==> src/rtl/mdio_c45_pkg.sv <==
package mdio_c45_pkg;

  // frame op codes on the wire
  localparam logic [1:0] FOP_ADDR  = 2'b00;
  localparam logic [1:0] FOP_WRITE = 2'b01;
  localparam logic [1:0] FOP_READ  = 2'b11;

  // command codes in the command register
  localparam logic [2:0] CMD_WRITE = 3'd5;
  localparam logic [2:0] CMD_READ  = 3'd7;

  // register offsets
  localparam int OFS_CMD  = 0;
  localparam int OFS_ADDR = 8;

  // command register field positions
  localparam int F_PRT  = 16;
  localparam int F_DEV  = 21;
  localparam int F_OP   = 26;
  localparam int F_RV   = 29;
  localparam int F_BUSY = 30;

  // frame body after the preamble
  localparam int BODY_W  = 32;
  localparam int BODY_TA = 14;  // body bits before turnaround
  localparam int BODY_DT = 16;  // body bits before data

  function automatic logic [BODY_W-1:0] frame_body(
    input logic [1:0]  op,
    input logic [4:0]  prt,
    input logic [4:0]  dev,
    input logic [15:0] data
  );
    return {2'b00, op, prt, dev, 2'b10, data};
  endfunction

  function automatic logic cmd_ok(input logic [2:0] code);
    return (code == CMD_WRITE) || (code == CMD_READ);
  endfunction

endpackage

==> src/rtl/mdio_c45_clkgen.sv <==
module mdio_c45_clkgen #(
  parameter int HALF = 4
) (
  input  logic clk,
  input  logic rst_n,
  input  logic run,
  output logic mdc,
  output logic slot_end,
  output logic sample
);
  localparam int SLOT = 2 * HALF;
  localparam int CW   = (SLOT > 2) ? $clog2(SLOT) : 1;

  logic [CW-1:0] cnt_q;

  always_ff @(posedge clk or negedge rst_n) begin
    if (!rst_n)                       cnt_q <= '0;
    else if (!run)                    cnt_q <= '0;
    else if (cnt_q == CW'(SLOT - 1))  cnt_q <= '0;
    else                              cnt_q <= cnt_q + 1'b1;
  end

  assign mdc      = run && (cnt_q >= CW'(HALF));
  assign slot_end = run && (cnt_q == CW'(SLOT - 1));
  assign sample   = run && (cnt_q == CW'(HALF));

  // a slot closes only after MDC has been high
  p_slot_after_high_r4: assert property (@(posedge clk) disable iff (!rst_n)
    slot_end |-> mdc);

endmodule

==> src/rtl/mdio_c45_engine.sv <==
module mdio_c45_engine
  import mdio_c45_pkg::*;
#(
  parameter int PRE = 32
) (
  input  logic        clk,
  input  logic        rst_n,
  input  logic        start,
  input  logic        is_read,
  input  logic [4:0]  prt,
  input  logic [4:0]  dev,
  input  logic [15:0] reg_num,
  input  logic [15:0] wr_data,
  input  logic        slot_end,
  input  logic        sample,
  input  logic        mdio_i,
  output logic        busy,
  output logic        done,
  output logic [15:0] rd_data,
  output logic        mdio_o,
  output logic        mdio_oe
);
  localparam int FLEN = PRE + BODY_W;
  localparam int IW   = $clog2(FLEN);

  logic          busy_q, phase_q;
  logic [IW-1:0] idx_q;
  logic [15:0]   sh_q;

  wire last_bit = slot_end && (idx_q == IW'(FLEN - 1));
  wire in_pre   = idx_q < IW'(PRE);
  wire rd_phase = phase_q && is_read;
  wire released = rd_phase && (idx_q >= IW'(PRE + BODY_TA));
  wire in_data  = idx_q >= IW'(PRE + BODY_DT);

  always_ff @(posedge clk or negedge rst_n) begin
    if (!rst_n) begin
      busy_q  <= 1'b0;
      phase_q <= 1'b0;
      idx_q   <= '0;
      sh_q    <= '0;
    end else if (start && !busy_q) begin
      busy_q  <= 1'b1;
      phase_q <= 1'b0;
      idx_q   <= '0;
    end else if (busy_q) begin
      if (sample && rd_phase && in_data)
        sh_q <= {sh_q[14:0], mdio_i};
      if (last_bit) begin
        idx_q <= '0;
        if (phase_q) busy_q  <= 1'b0;
        else         phase_q <= 1'b1;
      end else if (slot_end) begin
        idx_q <= idx_q + 1'b1;
      end
    end
  end

  logic [1:0]        fop;
  logic [BODY_W-1:0] body;
  logic [4:0]        bpos;

  always_comb begin
    if (!phase_q)    fop = FOP_ADDR;
    else if (is_read) fop = FOP_READ;
    else             fop = FOP_WRITE;
    body = frame_body(fop, prt, dev, phase_q ? wr_data : reg_num);
    bpos = 5'(IW'(FLEN - 1) - idx_q);
  end

  assign busy    = busy_q;
  assign done    = busy_q && phase_q && last_bit;
  assign rd_data = sh_q;
  assign mdio_oe = busy_q && !released;
  assign mdio_o  = busy_q && !released && (in_pre || body[bpos]);

  // a second frame always follows the first before busy drops
  p_two_frames_r3: assert property (@(posedge clk) disable iff (!rst_n)
    (busy_q && !phase_q) |=> busy_q);

endmodule

==> src/rtl/mdio_c45_regs.sv <==
module mdio_c45_regs
  import mdio_c45_pkg::*;
#(
  parameter int AW = 4
) (
  input  logic          clk,
  input  logic          rst_n,
  input  logic          wr,
  input  logic [AW-1:0] addr,
  input  logic [31:0]   wdata,
  output logic [31:0]   rdata,
  input  logic          busy_i,
  input  logic          done_i,
  input  logic [15:0]   rd_data_i,
  output logic          start,
  output logic          is_read,
  output logic [4:0]    prt,
  output logic [4:0]    dev,
  output logic [15:0]   reg_num,
  output logic [15:0]   wr_data
);
  logic [15:0] areg_q, data_q;
  logic [4:0]  prt_q, dev_q;
  logic [2:0]  op_q;
  logic        rv_q;

  wire hit_cmd  = wr && (addr == AW'(OFS_CMD));
  wire hit_addr = wr && (addr == AW'(OFS_ADDR));
  wire [2:0] new_op = wdata[F_OP +: 3];

  assign start = hit_cmd && !busy_i && cmd_ok(new_op);

  always_ff @(posedge clk or negedge rst_n) begin
    if (!rst_n) begin
      areg_q <= '0;
      data_q <= '0;
      prt_q  <= '0;
      dev_q  <= '0;
      op_q   <= '0;
      rv_q   <= 1'b0;
    end else begin
      if (hit_addr && !busy_i) areg_q <= wdata[15:0];
      if (start) begin
        prt_q  <= wdata[F_PRT +: 5];
        dev_q  <= wdata[F_DEV +: 5];
        op_q   <= new_op;
        rv_q   <= 1'b0;
        data_q <= (new_op == CMD_WRITE) ? wdata[15:0] : 16'h0000;
      end
      if (done_i && (op_q == CMD_READ)) begin
        rv_q   <= 1'b1;
        data_q <= rd_data_i;
      end
    end
  end

  always_comb begin
    rdata = '0;
    if (addr == AW'(OFS_CMD)) begin
      rdata[15:0]        = data_q;
      rdata[F_PRT +: 5]  = prt_q;
      rdata[F_DEV +: 5]  = dev_q;
      rdata[F_OP +: 3]   = op_q;
      rdata[F_RV]        = rv_q;
      rdata[F_BUSY]      = busy_i;
    end else if (addr == AW'(OFS_ADDR)) begin
      rdata[15:0] = areg_q;
    end
  end

  logic unused_hi;
  assign unused_hi = ^wdata[31:29];

  assign is_read = (op_q == CMD_READ);
  assign prt     = prt_q;
  assign dev     = dev_q;
  assign reg_num = areg_q;
  assign wr_data = data_q;

  // valid is clear whenever a command has just begun
  p_rv_clear_r8: assert property (@(posedge clk) disable iff (!rst_n)
    $rose(busy_i) |-> !rv_q);

  // the address register cannot move during a command
  p_addr_locked_r9: assert property (@(posedge clk) disable iff (!rst_n)
    busy_i |=> $stable(areg_q));

endmodule

==> src/rtl/mdio_c45_master.sv <==
module mdio_c45_master
  import mdio_c45_pkg::*;
#(
  parameter int AW   = 4,
  parameter int HALF = 4,
  parameter int PRE  = 32
) (
  input  logic          clk,
  input  logic          rst_n,
  input  logic          reg_wr,
  input  logic [AW-1:0] reg_addr,
  input  logic [31:0]   reg_wdata,
  output logic [31:0]   reg_rdata,
  output logic          mdc,
  output logic          mdio_o,
  output logic          mdio_oe,
  input  logic          mdio_i
);
  // named internal events
  logic        start_evt, done_evt, slot_end_evt, sample_evt;
  logic        eng_busy, cmd_is_read;
  logic [4:0]  f_prt, f_dev;
  logic [15:0] f_reg, f_wdat, f_rdat;

  mdio_c45_regs #(.AW(AW)) u_regs (
    .clk       (clk),
    .rst_n     (rst_n),
    .wr        (reg_wr),
    .addr      (reg_addr),
    .wdata     (reg_wdata),
    .rdata     (reg_rdata),
    .busy_i    (eng_busy),
    .done_i    (done_evt),
    .rd_data_i (f_rdat),
    .start     (start_evt),
    .is_read   (cmd_is_read),
    .prt       (f_prt),
    .dev       (f_dev),
    .reg_num   (f_reg),
    .wr_data   (f_wdat)
  );

  mdio_c45_clkgen #(.HALF(HALF)) u_clk (
    .clk      (clk),
    .rst_n    (rst_n),
    .run      (eng_busy),
    .mdc      (mdc),
    .slot_end (slot_end_evt),
    .sample   (sample_evt)
  );

  mdio_c45_engine #(.PRE(PRE)) u_eng (
    .clk      (clk),
    .rst_n    (rst_n),
    .start    (start_evt),
    .is_read  (cmd_is_read),
    .prt      (f_prt),
    .dev      (f_dev),
    .reg_num  (f_reg),
    .wr_data  (f_wdat),
    .slot_end (slot_end_evt),
    .sample   (sample_evt),
    .mdio_i   (mdio_i),
    .busy     (eng_busy),
    .done     (done_evt),
    .rd_data  (f_rdat),
    .mdio_o   (mdio_o),
    .mdio_oe  (mdio_oe)
  );

  // an accepted command shows busy on the next clock
  p_start_busy_r3: assert property (@(posedge clk) disable iff (!rst_n)
    start_evt |=> eng_busy);

  // no clock toggling while idle
  p_mdc_idle_r11: assert property (@(posedge clk) disable iff (!rst_n)
    !eng_busy |-> !mdc);

  // data holds while MDC is high
  p_mdo_hold_r4: assert property (@(posedge clk) disable iff (!rst_n)
    (mdc && $past(mdc)) |-> $stable(mdio_o));

  // the line is released only for a read command
  p_release_read_r7: assert property (@(posedge clk) disable iff (!rst_n)
    (eng_busy && !mdio_oe) |-> cmd_is_read);

endmodule

==> config.mk <==
export PLATFORM = sky130hd
export DESIGN_NAME = mdio_c45_master
export DESIGN_NICKNAME = d
export VERILOG_FILES = /design/src/rtl/mdio_c45_pkg.sv /design/src/rtl/mdio_c45_clkgen.sv /design/src/rtl/mdio_c45_engine.sv /design/src/rtl/mdio_c45_regs.sv /design/src/rtl/mdio_c45_master.sv
export SDC_FILE = /design/constraint.sdc
export NUM_CORES = 1
export LEC_CHECK = 0
export BUFFER_PORTS_ARGS = -buffer_cell sky130_fd_sc_hd__buf_2
export CAP_MARGIN = 20
export CELL_PAD_IN_SITES_DETAIL_PLACEMENT = 0
export CELL_PAD_IN_SITES_GLOBAL_PLACEMENT = 1
export CORE_ASPECT_RATIO = 0.6
export CORE_MARGIN = 2
export CORE_UTILIZATION = 47
export DETAILED_ROUTE_END_ITERATION = 10
export PLACE_DENSITY = 0.83
export SLEW_MARGIN = 20
export SYNTH_ARGS = -nofsm -noshare
export SYNTH_HDL_FRONTEND = slang
export SYNTH_SLANG_ARGS = --single-unit
==> constraint.sdc <==
create_clock -name clk -period 4.6 [get_ports clk]
set_input_delay 0.46 -clock clk [delete_from_list [all_inputs] [get_ports clk]]
set_output_delay 0.46 -clock clk [all_outputs]
set_load 0.05 [all_outputs]
* After elaboration in Yosys (flattened, before gate mapping)
Index checks and enable logic that the tools add are counted.
Word-level totals: output and inout port bits 35, logic and storage cells 84, register bits 73, input port bits 40
Operators by class: bitwise gates (word level) 1, reduce and logical (&&, ||, !) cells 31, add/subtract/negate cells 3, mux-type cells 26, magnitude comparators 5, eq/ne operators 7
Operators by type and width (count):
- $mux 16 | 6
- $mux 6 | 4
- $logic_and 1x1->1 | 19
- $eq 3x3->1 const B | 5
- $mux 15 | 1
- $ge 6x6->1 const B | 2
- $mux 1 | 10
- $add 6x1->6 const B | 1
- $eq 6x6->1 const B | 1
- $lt 5x6->1 const B | 1
- $lt 6x6->1 const B | 1
- $mux 3 | 2
- $reduce_bool 2->1 | 3
- $bmux 1 s5 | 1
- $sub 5x5->5 const A | 1
- $eq 4x4->1 const B | 1
- $logic_not 4->1 | 1
- $mux 2 | 2
- $reduce_and 2->1 | 2
- $add 3x1->3 const B | 1
- $ge 3x3->1 const B | 1
- $reduce_and 3->1 | 1
- $reduce_bool 3->1 | 1
- $logic_not 1->1 | 2
- other kinds (2) | 3

* Depth between registers and ports, before layout
depth in word-level cells 7, gate-level depth with buffers 9, depth with buffers taken out 7

* By module
A second synthesis with hierarchy kept.
Second synthesis, totals: cell total of the unflattened synthesis 343, area total of the unflattened synthesis 3972.6 µm²
Modules (own cells, without submodules):
- mdio_c45_regs | area an instance 2316.0 µm², seq. area each 1151.1 µm², instances 1, cells each 202
- mdio_c45_engine | area an instance 1486.4 µm², seq. area each 600.6 µm², instances 1, cells each 127
- mdio_c45_clkgen | area an instance 170.2 µm², seq. area each 75.1 µm², instances 1, cells each 14

* Worst setup path after synthesis
No wires, ideal clock.
kind reg2out, start point reg u_eng.idx_q[2], end point out mdio_o, setup slack 1.942 ns, data arrival time 2.198 ns, required time 4.140 ns, buffers on the path 1, stages on the path, launching flop included 6, cell sequence dfrtp_1 -> clkbuf_1 -> mux4_2 -> nor2_1 -> o21bai_1 -> a31oi_1
Between the ends: word-level cells in the longest chain between the ends 5, elaborated cells on any way between the ends 10, classes of those cells add/sub (1); order compare (2); mux (2); reduce/logical (5)
Ends and longest elaborated chain:
- start, declared | line mdio_c45_engine.sv:27 | logic [IW-1:0] idx_q;
- start signal, assigned | line mdio_c45_engine.sv:54 | idx_q <= idx_q + 1'b1;
- $sub 5x5->5 or $ge 6x6->1 (tied branches) | line mdio_c45_engine.sv:68, mdio_c45_engine.sv:33
- $bmux 1 s5 or $logic_and 1x1->1 (tied branches) | line mdio_c45_engine.sv:75, mdio_c45_engine.sv:33
- $mux 1 (implied by the code) or $logic_not 1->1 (tied branches) | line mdio_c45_engine.sv:75 | assign mdio_o = busy_q && !released && (in_pre || body[bpos]);
- $logic_or 1x1->1 or $logic_and 1x1->1 (tied branches) | line mdio_c45_engine.sv:75
- $logic_and 1x1->1 (*) | line mdio_c45_engine.sv:75
- end, declared | line mdio_c45_master.sv:15 | output logic mdio_o,
Every way passes the cells marked *; elsewhere a longest branch is shown, timed or not. The select of a mux whose other input is x is not followed.

* Final worst setup path
start point reg u_eng.phase_q, end point out mdio_o
Between the ends: word-level cells in the longest chain between the ends 5, elaborated cells on any way between the ends 10, classes of those cells mux (4); reduce/logical (6)
Ends and longest elaborated chain:
- start, declared | line mdio_c45_engine.sv:26 | logic busy_q, phase_q;
- start signal, assigned | line mdio_c45_engine.sv:39 | phase_q <= 1'b0;
- start signal, assigned | line mdio_c45_engine.sv:44 | phase_q <= 1'b0;
- start signal, assigned | line mdio_c45_engine.sv:52 | else phase_q <= 1'b1;
- $mux 16 (tied with other cells) | line mdio_c45_engine.sv:67 | body = frame_body(fop, prt, dev, phase_q ? wr_data : reg_num);
- $bmux 1 s5 or $logic_and 1x1->1 (tied branches) | line mdio_c45_engine.sv:75, mdio_c45_engine.sv:33
- $mux 1 (implied by the code) or $logic_not 1->1 (tied branches) | line mdio_c45_engine.sv:75
- $logic_or 1x1->1 or $logic_and 1x1->1 (tied branches) | line mdio_c45_engine.sv:75
- $logic_and 1x1->1 (*) | line mdio_c45_engine.sv:75
Marks and branches as above.

==> flow_summary.toml <==
[global_route]
grt-ovfl-total = 0
grt_max_degree = 39
antenna_found_initial = 0
track_usage = 0.227
grt_pass1_vias = 2736
grt_pass1_wl_um = 14900

[clock_network]
htree_levels = 3
cts.clk_slew.worst_paths_ns = 0.06
cts_hold_buf = 0
cts_root_buf = "clkbuf_16"
clk_latency_ns = 0.34
post_cts_resized = 0
cts_tree = "built"
postCtsSetupRepairBufs = 0
cts_buffers = 9
cts_buffer_depth = 2
cts_num_sinks = 73

[yosys]
synth_edf_count = 0
synthFlopType = "dfrtp_1"
postSynthCellCount = 322
ys_seq_area_frac = 0.488
synth_area_mm2 = 0.00374
syn_area_per_cell_um2 = 11.6
synthDistinctLibCells = 42
syn-num-nets = 366
ys_seq_elements = 73
yosysWarnings = 0
synthArstFlopShare = 1.00

[setup_path]
crit_fanout = 12
critical_path_class = "reg -> out"
cp-start-kind = "flop"
cp-endpoint = "mdio_o"
reg2reg_setup_slack_ns = 2.11
critPathLaunch = "u_eng.phase_q"
worst_setup_path_end_kind = "output port"
r2r_cells = 5
reg2reg_to = "u_regs.wr_data[12]"
critPathArrivalTime_ns = 2.57
cp.required_ns = 4.14
regToRegStartpoint = "u_eng.idx_q[0]"

[finish]
diodes = 0
nets = 427
drive_gt1_frac = 0.364
area_growth_pct = 18.6
fillers = 687

[floorplanning]
rows = 25
start_util = 0.481
die_h_um = 73.1
die-area_mm2 = 0.00872
core_area_mm2 = 0.00779
fp.dieW_um = 119
io_pins = 75

[placed_design]
routabilityCongestion = 0.804
portBuffers = 70
dp_hpwl_um = 6050

[sta]
worstMarginPinSlew_ns = 0.892
setup_violations = 0
clock.fmax_ghz = 0.331
rsz0062_at_grt = "false"
finalClockSkew_ns = 0.00540
finalCritPeriodShare = 0.658
hold-worst-slack_ns = 0.252
hold_violations = 0
period_minus_slack_ns = 3.03
relSlewSlack = 0.406
slew_violations = 0
tns_ns = 0

[routing]
wire_per_inst_um = 18.3
drt_iter0_markers = 192
vias = 2802
post-route-drc-count = 0
viasPerCell = 5.66
ant_nets = 0
routed_wirelength_um = 9080
drt-pass1-iter-count = 4

[hold_path]
min_path_type = "in -> async"

[power]
powerDensity_mw_per_mm2 = 326
ir_drop_uv = 200
p_leak_nw = 2.27

[job]
cap_violations = 0

[outcome]
status = "completed"
cell usage in the layout, fill, tap and decap left out, types with 3 or more instances in the layout:
master,n
a21oi_1,3
a221o_1,15
a22o_1,16
a31oi_1,4
and2_1,19
and3_1,15
buf_2,70
clkbuf_16,9
clkbuf_8,4
dfrtp_1,73
ha_1,4
inv_1,4
mux2_2,32
mux4_2,10
nand2_1,47
nand2b_1,3
nand3_1,6
nor2_1,14
nor2b_1,3
o21ai_0,4
routing by layer:
layer,track usage,wire length (µm)
met1,0.350,4600
met2,0.308,3750
met3,0.0625,612
met4,0.0714,106
met5,0,0
worst min-delay path by stage:
| stage | slack [ns] | cells past startpoint | to | from |
|---|---|---|---|---|
| floorplan | 0.16 | 0 | u_clk.cnt_q[0] | rst_n |
| global placement | 0.46 | 2 | u_regs.rv_q | u_regs.rv_q |
| detailed placement | 0.46 | 2 | u_regs.rv_q | u_regs.rv_q |
| CTS | 0.27 | 1 | u_regs.reg_num[6] | rst_n |
| global route | 0.32 | 1 | u_regs.reg_num[6] | rst_n |
| finish | 0.25 | 1 | u_regs.reg_num[3] | rst_n |
critical path, stage by stage (launching register included):
cell     delay [ns]
dfrtp_1        0.80
mux4_2         0.62
a22oi_1        0.20
a31oi_1        0.10
o21ai_0        0.17
a31oi_1        0.12
buf_2          0.23
synthesized netlist by cell type, types with 2 or more instances:
cell type	number	area (µm²)
inv_1	4	15.0
mux2i_1	2	20.0
o21ai_0	4	20.0
mux4_2	10	225
a31oi_1	4	25.0
mux2_2	32	360
a221o_1	15	150
nand3_1	6	30.0
nor3_4	2	32.5
nand2b_1	3	18.8
a21oi_1	3	15.0
buf_6	3	33.8
nor2b_1	3	18.8
dfrtp_1	73	1830
nor3_1	2	10.0
nor2_1	14	52.6
and2_1	19	119
ha_1	4	50.1
buf_2	9	45.0
and4_1	2	17.5
nand2_2	2	12.5
and3_1	15	93.8
clkbuf_1	8	30.0
a22o_1	16	140
a22oi_1	2	15.0
buf_4	3	22.5
nand2_1	47	176
kinds of logic after synthesis:
| kind of cell | share of synthesized area |
|---|---|
| AO/OA/AOI/OAI | 0.113 |
| flip-flops | 0.488 |
| other | 0.00100 |
| XOR/XNOR | 0.00468 |
| AND/OR/NAND/NOR | 0.179 |
| buffers and inverters | 0.0391 |
| adder cells (fa/ha/maj) | 0.0134 |
| multiplexers | 0.162 |
metrics by stage:
step	utilization	cells	area [µm²]	total power [mW]	setup WS [ns]
finish	0.570	495	4440	1.45	1.57
global route	0.570	495	4440	1.50	1.38
CTS	0.569	494	4430	1.46	1.51
detailed placement	0.528	479	4110	0.728	1.77
global placement	0.528	479	4110	0.726	1.76
floorplan	-	322	3740	0.687	1.94
where the power goes:
part           internal [mW]  switching [mW]
sequential             0.647         0.00897
clock                  0.475           0.255
combinational         0.0215          0.0387
total                   1.14           0.303
state kept, by name (all words and copies together) (netlist names):
name / cells
u_clk.cnt_q: 3
u_eng.phase_q: 1
u_eng.idx_q: 6
u_regs.prt: 5
u_eng.rd_data: 16
u_regs.rv_q: 1
u_regs.dev: 5
u_regs.wr_data: 16
u_regs.reg_num: 16
u_eng.busy: 1
u_regs.op_q: 3
area by class of cell:
class	instances	area [µm²]	area share
Sequential cell	73	1830	0.411
Tap cell	108	135	0.0304
Clock buffer	13	280	0.0631
Timing Repair Buffer	73	377	0.0848
Inverter	4	15.0	0.00338
Multi-Input combinational cell	222	1770	0.399
Clock inverter	2	35.0	0.00789
Note: power is estimated with default switching activity, not from simulation.
